$ cat config.mk
export PLATFORM = sky130hd
export DESIGN_NAME = mx_block_quant
export DESIGN_NICKNAME = d
export VERILOG_FILES = /design/src/rtl/mxq_pkg.sv /design/src/rtl/mxq_conv.sv /design/src/rtl/mxq_fill.sv /design/src/rtl/mxq_drain.sv /design/src/rtl/mx_block_quant.sv
export SDC_FILE = /design/constraint.sdc
export NUM_CORES = 1
export LEC_CHECK = 0
export BUFFER_PORTS_ARGS = -buffer_cell sky130_fd_sc_hd__buf_2
export CORE_MARGIN = 10
export CORE_UTILIZATION = 35
export CTS_CLUSTER_DIAMETER = 60
export DETAILED_ROUTE_END_ITERATION = 6
export PLACE_DENSITY = 0.45
export SYNTH_ARGS = -nofsm -noshare
export SYNTH_HDL_FRONTEND = slang
export SYNTH_SLANG_ARGS = --single-unit
$ cat constraint.sdc
create_clock -name clk -period 28.9 [get_ports clk]
set_input_delay 5.78 -clock clk [delete_from_list [all_inputs] [get_ports clk]]
set_output_delay 5.78 -clock clk [all_outputs]
set_load 0.05 [all_outputs]
$ cat src/rtl/mxq_pkg.sv
package mxq_pkg;
  localparam int          BF_W        = 16;
  localparam int          CODE_W      = 8;
  localparam logic [7:0]  SCALE_NAN   = 8'hFF;
  localparam int          FP4_EMAX    = 2;
  localparam int          INT8_EMAX   = 6;
  localparam int          FP4_TOP     = 7;
  localparam int          INT8_TOP    = 127;
  localparam int          SH_MAX      = 15;

  typedef enum logic { MODE_FP4 = 1'b0, MODE_INT8 = 1'b1 } mx_mode_e;

  function automatic logic [7:0] bf_exp(logic [BF_W-1:0] w);
    return w[14:7];
  endfunction

  function automatic int clamp_sh(int s);
    if (s < 1) return 1;
    if (s > SH_MAX) return SH_MAX;
    return s;
  endfunction

  // right shift of an 8-bit significand, round to nearest, ties to even
  function automatic logic [8:0] rne_shr(logic [7:0] sig, int sh);
    logic [15:0] wide, q, rem, half;
    wide = {8'b0, sig};
    q    = wide >> sh;
    rem  = wide & ((16'd1 << sh) - 16'd1);
    half = 16'd1 << (sh - 1);
    if ((rem > half) || ((rem == half) && q[0])) q = q + 16'd1;
    return q[8:0];
  endfunction

  function automatic logic [7:0] scale_of(logic nan, logic [7:0] maxe, mx_mode_e mode);
    int emax;
    emax = (mode == MODE_INT8) ? INT8_EMAX : FP4_EMAX;
    if (nan) return SCALE_NAN;
    if (int'(maxe) > emax) return maxe - 8'(emax);
    return 8'h00;
  endfunction

  function automatic logic [7:0] fp4_code(logic [BF_W-1:0] w, logic [7:0] scale);
    logic [8:0] n;
    logic [7:0] sig;
    int d, c;
    if (bf_exp(w) == 8'h00) return 8'h00;
    sig = {1'b1, w[6:0]};
    d   = int'(bf_exp(w)) - int'(scale);
    if (d >= 0) begin
      n = rne_shr(sig, 6);
      c = 2 * d + int'(n);
    end else begin
      n = rne_shr(sig, clamp_sh(6 - d));
      c = int'(n);
    end
    if (c > FP4_TOP) c = FP4_TOP;
    if (c == 0) return 8'h00;
    return {4'b0000, w[15], 3'(c)};
  endfunction

  function automatic logic [7:0] int8_code(logic [BF_W-1:0] w, logic [7:0] scale);
    logic [8:0] k;
    logic [7:0] mag;
    int d;
    if (bf_exp(w) == 8'h00) return 8'h00;
    d = int'(bf_exp(w)) - int'(scale);
    k = rne_shr({1'b1, w[6:0]}, clamp_sh(7 - d));
    if (k > 9'(INT8_TOP)) k = 9'(INT8_TOP);
    mag = k[7:0];
    return w[15] ? (8'h00 - mag) : mag;
  endfunction
endpackage

$ cat src/rtl/mxq_conv.sv
module mxq_conv
  import mxq_pkg::*;
(
  input  logic [BF_W-1:0]   word,
  input  mx_mode_e          mode,
  input  logic [7:0]        scale,
  output logic [CODE_W-1:0] code
);
  logic [CODE_W-1:0] fp4_q, int_q;

  always_comb begin
    fp4_q = fp4_code(word, scale);
    int_q = int8_code(word, scale);
    code  = (mode == MODE_INT8) ? int_q : fp4_q;
  end
endmodule

$ cat src/rtl/mxq_fill.sv
module mxq_fill
  import mxq_pkg::*;
#(
  parameter int BLK_LEN = 32,
  parameter int DATA_W  = BF_W,
  localparam int IDX_W  = $clog2(BLK_LEN)
) (
  input  logic              clk,
  input  logic              rst_n,
  input  logic              in_valid,
  output logic              in_ready,
  input  logic [DATA_W-1:0] in_data,
  input  logic              in_mode,
  input  logic              rd_buf,
  input  logic [IDX_W-1:0]  rd_idx,
  input  logic              release_i,
  output logic [DATA_W-1:0] rd_word,
  output logic              rd_full,
  output mx_mode_e          rd_mode,
  output logic [7:0]        rd_maxe,
  output logic              rd_nan
);
  localparam int NBUF = 2;

  logic              wr_sel;
  logic [IDX_W-1:0]  wr_idx;
  logic [NBUF-1:0]   full;
  logic [DATA_W-1:0] mem [NBUF][BLK_LEN];
  mx_mode_e          bmode [NBUF];
  logic [7:0]        bmaxe [NBUF];
  logic              bnan  [NBUF];

  wire        accept    = in_valid && in_ready;
  wire        blk_first = accept && (wr_idx == '0);
  wire        blk_done  = accept && (wr_idx == IDX_W'(BLK_LEN - 1));
  wire [7:0]  in_e      = bf_exp(in_data);
  wire        in_is_nan = (in_e == SCALE_NAN);
  wire [7:0]  in_mag_e  = in_is_nan ? 8'h00 : in_e;

  assign in_ready = !full[wr_sel];

  always_ff @(posedge clk) begin
    if (!rst_n) begin
      wr_sel <= 1'b0;
      wr_idx <= '0;
    end else if (accept) begin
      wr_idx <= blk_done ? '0 : wr_idx + 1'b1;
      if (blk_done) wr_sel <= ~wr_sel;
    end
  end

  always_ff @(posedge clk) begin
    if (accept) mem[wr_sel][wr_idx] <= in_data;
  end

  for (genvar b = 0; b < NBUF; b++) begin : g_buf
    wire wr_here = accept && (wr_sel == 1'(b));

    always_ff @(posedge clk) begin
      if (!rst_n) full[b] <= 1'b0;
      else if (blk_done && wr_sel == 1'(b)) full[b] <= 1'b1;
      else if (release_i && rd_buf == 1'(b)) full[b] <= 1'b0;
    end

    always_ff @(posedge clk) begin
      if (wr_here) begin
        if (blk_first) begin
          bmode[b] <= mx_mode_e'(in_mode);
          bmaxe[b] <= in_mag_e;
          bnan[b]  <= in_is_nan;
        end else begin
          if (in_mag_e > bmaxe[b]) bmaxe[b] <= in_mag_e;
          if (in_is_nan) bnan[b] <= 1'b1;
        end
      end
    end
  end

  assign rd_word = mem[rd_buf][rd_idx];
  assign rd_full = full[rd_buf];
  assign rd_mode = bmode[rd_buf];
  assign rd_maxe = bmaxe[rd_buf];
  assign rd_nan  = bnan[rd_buf];

  AST_READY_BOTH_FULL: assert property (@(posedge clk) disable iff (!rst_n)
    !in_ready |-> (full == 2'b11));

  AST_READER_HOLDS_BLOCK: assert property (@(posedge clk) disable iff (!rst_n)
    release_i |-> rd_full);
endmodule

$ cat src/rtl/mxq_drain.sv
module mxq_drain
  import mxq_pkg::*;
#(
  parameter int BLK_LEN = 32,
  localparam int IDX_W  = $clog2(BLK_LEN),
  localparam int CNT_W  = $clog2(BLK_LEN + 1)
) (
  input  logic              clk,
  input  logic              rst_n,
  input  logic [BF_W-1:0]   rd_word,
  input  logic              rd_full,
  input  mx_mode_e          rd_mode,
  input  logic [7:0]        rd_maxe,
  input  logic              rd_nan,
  output logic              rd_buf,
  output logic [IDX_W-1:0]  rd_idx,
  output logic              release_o,
  output logic              out_valid,
  input  logic              out_ready,
  output logic [CODE_W-1:0] out_data,
  output logic              out_is_scale,
  output logic              out_last
);
  logic [CNT_W-1:0]  cnt;
  logic [7:0]        blk_scale;
  logic [CODE_W-1:0] elem_code;

  wire at_scale = (cnt == '0);
  wire at_last  = (cnt == CNT_W'(BLK_LEN));
  wire fire     = out_valid && out_ready;

  assign blk_scale    = scale_of(rd_nan, rd_maxe, rd_mode);
  assign rd_idx       = at_scale ? '0 : IDX_W'(cnt - 1'b1);
  assign out_valid    = rd_full;
  assign out_is_scale = at_scale;
  assign out_last     = at_last;
  assign release_o    = fire && at_last;
  assign out_data     = at_scale ? blk_scale : elem_code;

  mxq_conv u_conv (
    .word  (rd_word),
    .mode  (rd_mode),
    .scale (blk_scale),
    .code  (elem_code)
  );

  always_ff @(posedge clk) begin
    if (!rst_n) begin
      cnt    <= '0;
      rd_buf <= 1'b0;
    end else if (fire) begin
      if (at_last) begin
        cnt    <= '0;
        rd_buf <= ~rd_buf;
      end else begin
        cnt <= cnt + 1'b1;
      end
    end
  end

  AST_HOLD_STALL: assert property (@(posedge clk) disable iff (!rst_n)
    out_valid && !out_ready |=> out_valid && $stable(out_data) && $stable(out_is_scale));

  AST_SCALE_AFTER_LAST: assert property (@(posedge clk) disable iff (!rst_n)
    out_valid && out_ready && out_last |=> !out_valid || out_is_scale);

  AST_INT_SYMMETRIC: assert property (@(posedge clk) disable iff (!rst_n)
    out_valid && !out_is_scale && rd_mode == MODE_INT8 |-> out_data != 8'h80);

  AST_FP4_NIBBLE: assert property (@(posedge clk) disable iff (!rst_n)
    out_valid && !out_is_scale && rd_mode == MODE_FP4 |-> out_data[7:4] == 4'h0);

  AST_NAN_SCALE: assert property (@(posedge clk) disable iff (!rst_n)
    out_valid && out_is_scale && rd_nan |-> out_data == SCALE_NAN);

  AST_MODE_HELD: assert property (@(posedge clk) disable iff (!rst_n)
    out_valid && out_ready && !out_last |=> rd_mode == $past(rd_mode));
endmodule

$ cat src/rtl/mx_block_quant.sv
module mx_block_quant
  import mxq_pkg::*;
#(
  parameter int BLK_LEN = 32,
  localparam int IDX_W  = $clog2(BLK_LEN)
) (
  input  logic              clk,
  input  logic              rst_n,
  input  logic              in_valid,
  output logic              in_ready,
  input  logic [BF_W-1:0]   in_data,
  input  logic              in_mode,
  output logic              out_valid,
  input  logic              out_ready,
  output logic [CODE_W-1:0] out_data,
  output logic              out_is_scale,
  output logic              out_last
);
  logic             rd_buf;
  logic [IDX_W-1:0] rd_idx;
  logic             release_w;
  logic [BF_W-1:0]  rd_word;
  logic             rd_full;
  mx_mode_e         rd_mode;
  logic [7:0]       rd_maxe;
  logic             rd_nan;

  mxq_fill #(.BLK_LEN(BLK_LEN), .DATA_W(BF_W)) u_fill (
    .clk       (clk),
    .rst_n     (rst_n),
    .in_valid  (in_valid),
    .in_ready  (in_ready),
    .in_data   (in_data),
    .in_mode   (in_mode),
    .rd_buf    (rd_buf),
    .rd_idx    (rd_idx),
    .release_i (release_w),
    .rd_word   (rd_word),
    .rd_full   (rd_full),
    .rd_mode   (rd_mode),
    .rd_maxe   (rd_maxe),
    .rd_nan    (rd_nan)
  );

  mxq_drain #(.BLK_LEN(BLK_LEN)) u_drain (
    .clk          (clk),
    .rst_n        (rst_n),
    .rd_word      (rd_word),
    .rd_full      (rd_full),
    .rd_mode      (rd_mode),
    .rd_maxe      (rd_maxe),
    .rd_nan       (rd_nan),
    .rd_buf       (rd_buf),
    .rd_idx       (rd_idx),
    .release_o    (release_w),
    .out_valid    (out_valid),
    .out_ready    (out_ready),
    .out_data     (out_data),
    .out_is_scale (out_is_scale),
    .out_last     (out_last)
  );
endmodule

==> impl_metrics.tcl <==
set metrics [dict create \
    num_rows 134 \
    dieArea_um2 149000 \
    cts.sinks 1060 \
    syn_to_final_growth_pct 13.8 \
    fin_nets 3173 \
    slew_headroom -0.0171 \
    fin_crit_ps 20220 \
    final-hold-violation-count 0 \
    yosysSeqAreaShare 0.676 \
    peakVddDrop_v 0.0000506 \
    clock_latency_ps 750 \
    finalSetupViolations 0 \
    cts_buffers 114 \
    postLayoutCellArea_um2 53400 \
    dp_slack_ps 9550 \
    cts_tree "built" \
    max_freq_mhz 49.5 \
    worstPathRequired_ps 23120 \
    gp_congestion 0.852 \
    netlist_area_um2 46900 \
    drive_above_1_share 0.197 \
    clock_path_buffers 3 \
    drc_errors 0 \
    grt_pass1_vias 28200 \
    path_clk_slew_ps 60 \
    slowest_delay_ps 640 \
    drt-initial-drc-count 2590 \
    power_mw 3.45 \
    synth_seq_cells 1060 \
    maxCapViolCount 1 \
    postCtsHoldBufs 0 \
    clock_skew_ps 46.0 \
    grt_overflow 0 \
    post_cts_buffers 0 \
    num-fill-cells 12200 \
    coreArea_um2 133000 \
    synth_ff_type "edfxtp_1" \
    hold_class "flip-flop to flip-flop" \
    finalSetupTns_ps 0 \
    worstMarginPinSlew_ps 1520 \
    critPathKind "flip-flop to output port" \
    synth-async-reset-ratio 0 \
    synthCells 2932 \
    cts_root_buf "clkbuf_16" \
    rsz0062_at_grt "no" \
    antenna_cells_inserted 0 \
    dp_hpwl_um 86700 \
    finalWorstSetupSlack_ps 8680 \
    htreeDepth 3 \
    p_per_area_nw_per_um2 64.7 \
    layout_commonest_cell "edfxtp_1" \
    detail-route-antenna-nets 0 \
    crit_slowest_cell "buf_4" \
    start_util 0.352 \
    reg2reg_slack_ps 24980 \
    portBuffers 32 \
    antenna_found_initial 4 \
    cp_common_cell "ha_1" \
    synth.distinct_cells 106 \
    die_h_um 386 \
    drt_pass1_iterations 6 \
    cts_resized 0 \
    crit_path_start_kind "flip-flop" \
    period_share 0.700 \
    end_kind "output port" \
    via_per_inst 5.57 \
    power.leakage_nw 16.9 \
    grt_max_degree 121 \
    crit_fanout 48 \
    groute.usage.overall 0.184 \
    wire_per_inst_um 28.1 \
    routed_wl_um 139000 \
    vias 27500 \
    yosys_warnings 0 \
    status "complete, but fails checks" \
    most-common-layout-cells "1043 x edfxtp_1, 344 x nand2_1, 239 x mux4_2" \
    grt_pass1_wl_um 201000 \
    cp.arrival_ps 14440 \
    boundaryPins 33 \
    violations "capacitance limit, slew limit" \
    syn_area_per_cell_um2 16.0 \
    placed_area_um2 49800 \
    die_x_um 386 \
    synth-edff-count 1043 \
    slew_violations 2 \
]
==> metal layers <==
layer  wire length, um  global-route usage  vias up
met1             61400               0.254    14500
li1                  -                   -    12000
met4              4220              0.0585        2
met2             66600               0.302      788
met3              6420              0.0243      201
met5                12                   0        -
==> where the power goes <==
group / total (mW) / switching [mW] / internal (mW)
sequential: 1.70 / 0.00183 / 1.69
combinational: 0.356 / 0.248 / 0.108
clock: 1.40 / 0.604 / 0.795
==> sequential cells by signal, indices dropped and copies added (netlist names), named ones only <==
name	cells
u_drain.cnt	6
u_drain.rd_buf	1
u_fill.bmaxe	16
u_fill.bmode	2
u_fill.bnan	2
u_fill.full	2
u_fill.mem	1024
u_fill.wr_idx	5
u_fill.wr_sel	1
==> synthesized netlist by cell type, drive strengths merged, types with 17 or more instances <==
cell	n	area, um2
dfxtp	17	340
a21oi	72	360
nor3	48	260
nor4	18	149
nor2b	36	225
a211oi	18	140
mux4	239	5380
and2	20	125
ha	79	988
nand2	344	1290
o21ai	58	294
and3	43	269
nor2	141	539
xnor2	28	260
mux2i	38	380
inv	56	210
nand3	109	546
o211ai	19	148
buf	69	367
clkbuf	86	323
edfxtp	1043	31300
a311oi	44	398
nand4	25	171
a31oi	37	231
==> through the flow <==
stage	cells	hold slack [ps]	util
CTS	4934	520	0.400
finish	4934	514	0.400
global placement	4723	500	0.373
detailed placement	4723	511	0.373
floorplan	2945	444	-
global route	4934	559	0.400
==> critical path: cells and delay by family, from the launching register on <==
| kind | cells | cell delay [ps] |
|---|---|---|
| muxes | 1 | 380 |
| AOI/OAI and AO/OA | 19 | 5760 |
| DFF | 1 | 310 |
| buffers and inverters | 6 | 2450 |
| adders and majority gates | 5 | 1610 |
| and+or+nand+nor | 17 | 3130 |
==> layout make-up <==
type / instances / area [um2] / share of cell area
Timing Repair Buffer: 165 / 1200 / 0.0224
Multi-Input combinational cell: 1670 / 14500 / 0.271
Sequential cell: 1060 / 31700 / 0.594
Inverter: 60 / 225 / 0.00422
Tap cell: 1768 / 2210 / 0.0415
Clock inverter: 65 / 604 / 0.0113
Clock buffer: 146 / 2990 / 0.0561
==> cell families (layout without fill, tap and decap cells) <==
| family | Yosys count | after routing | share of synthesized area |
|---|---|---|---|
| DFF | 1060 | 1060 | 0.676 |
| and+or+nand+nor | 848 | 848 | 0.0861 |
| AOI/OAI and AO/OA | 399 | 399 | 0.0628 |
| muxes | 288 | 288 | 0.126 |
| buffers and inverters | 215 | 436 | 0.0195 |
| adders and majority gates | 81 | 81 | 0.0219 |
| xor gates and xnor gates | 40 | 40 | 0.00838 |
| other | 1 | 14 | 0.0000800 |
==> path summary, 6_finish.rpt <==
kind | depth (start not counted) | startpoint | end
worst min register to register | 2 | u_fill.bnan[1] | u_fill.bnan[1]
worst max-delay path | 48 | u_drain.cnt[0] | out_data[1]
worst max register to register | 6 | u_fill.wr_sel | u_fill.mem[0][287]
worst min-delay path | 2 | u_fill.bnan[1] | u_fill.bnan[1]
Power figures use the tool's default switching activity.
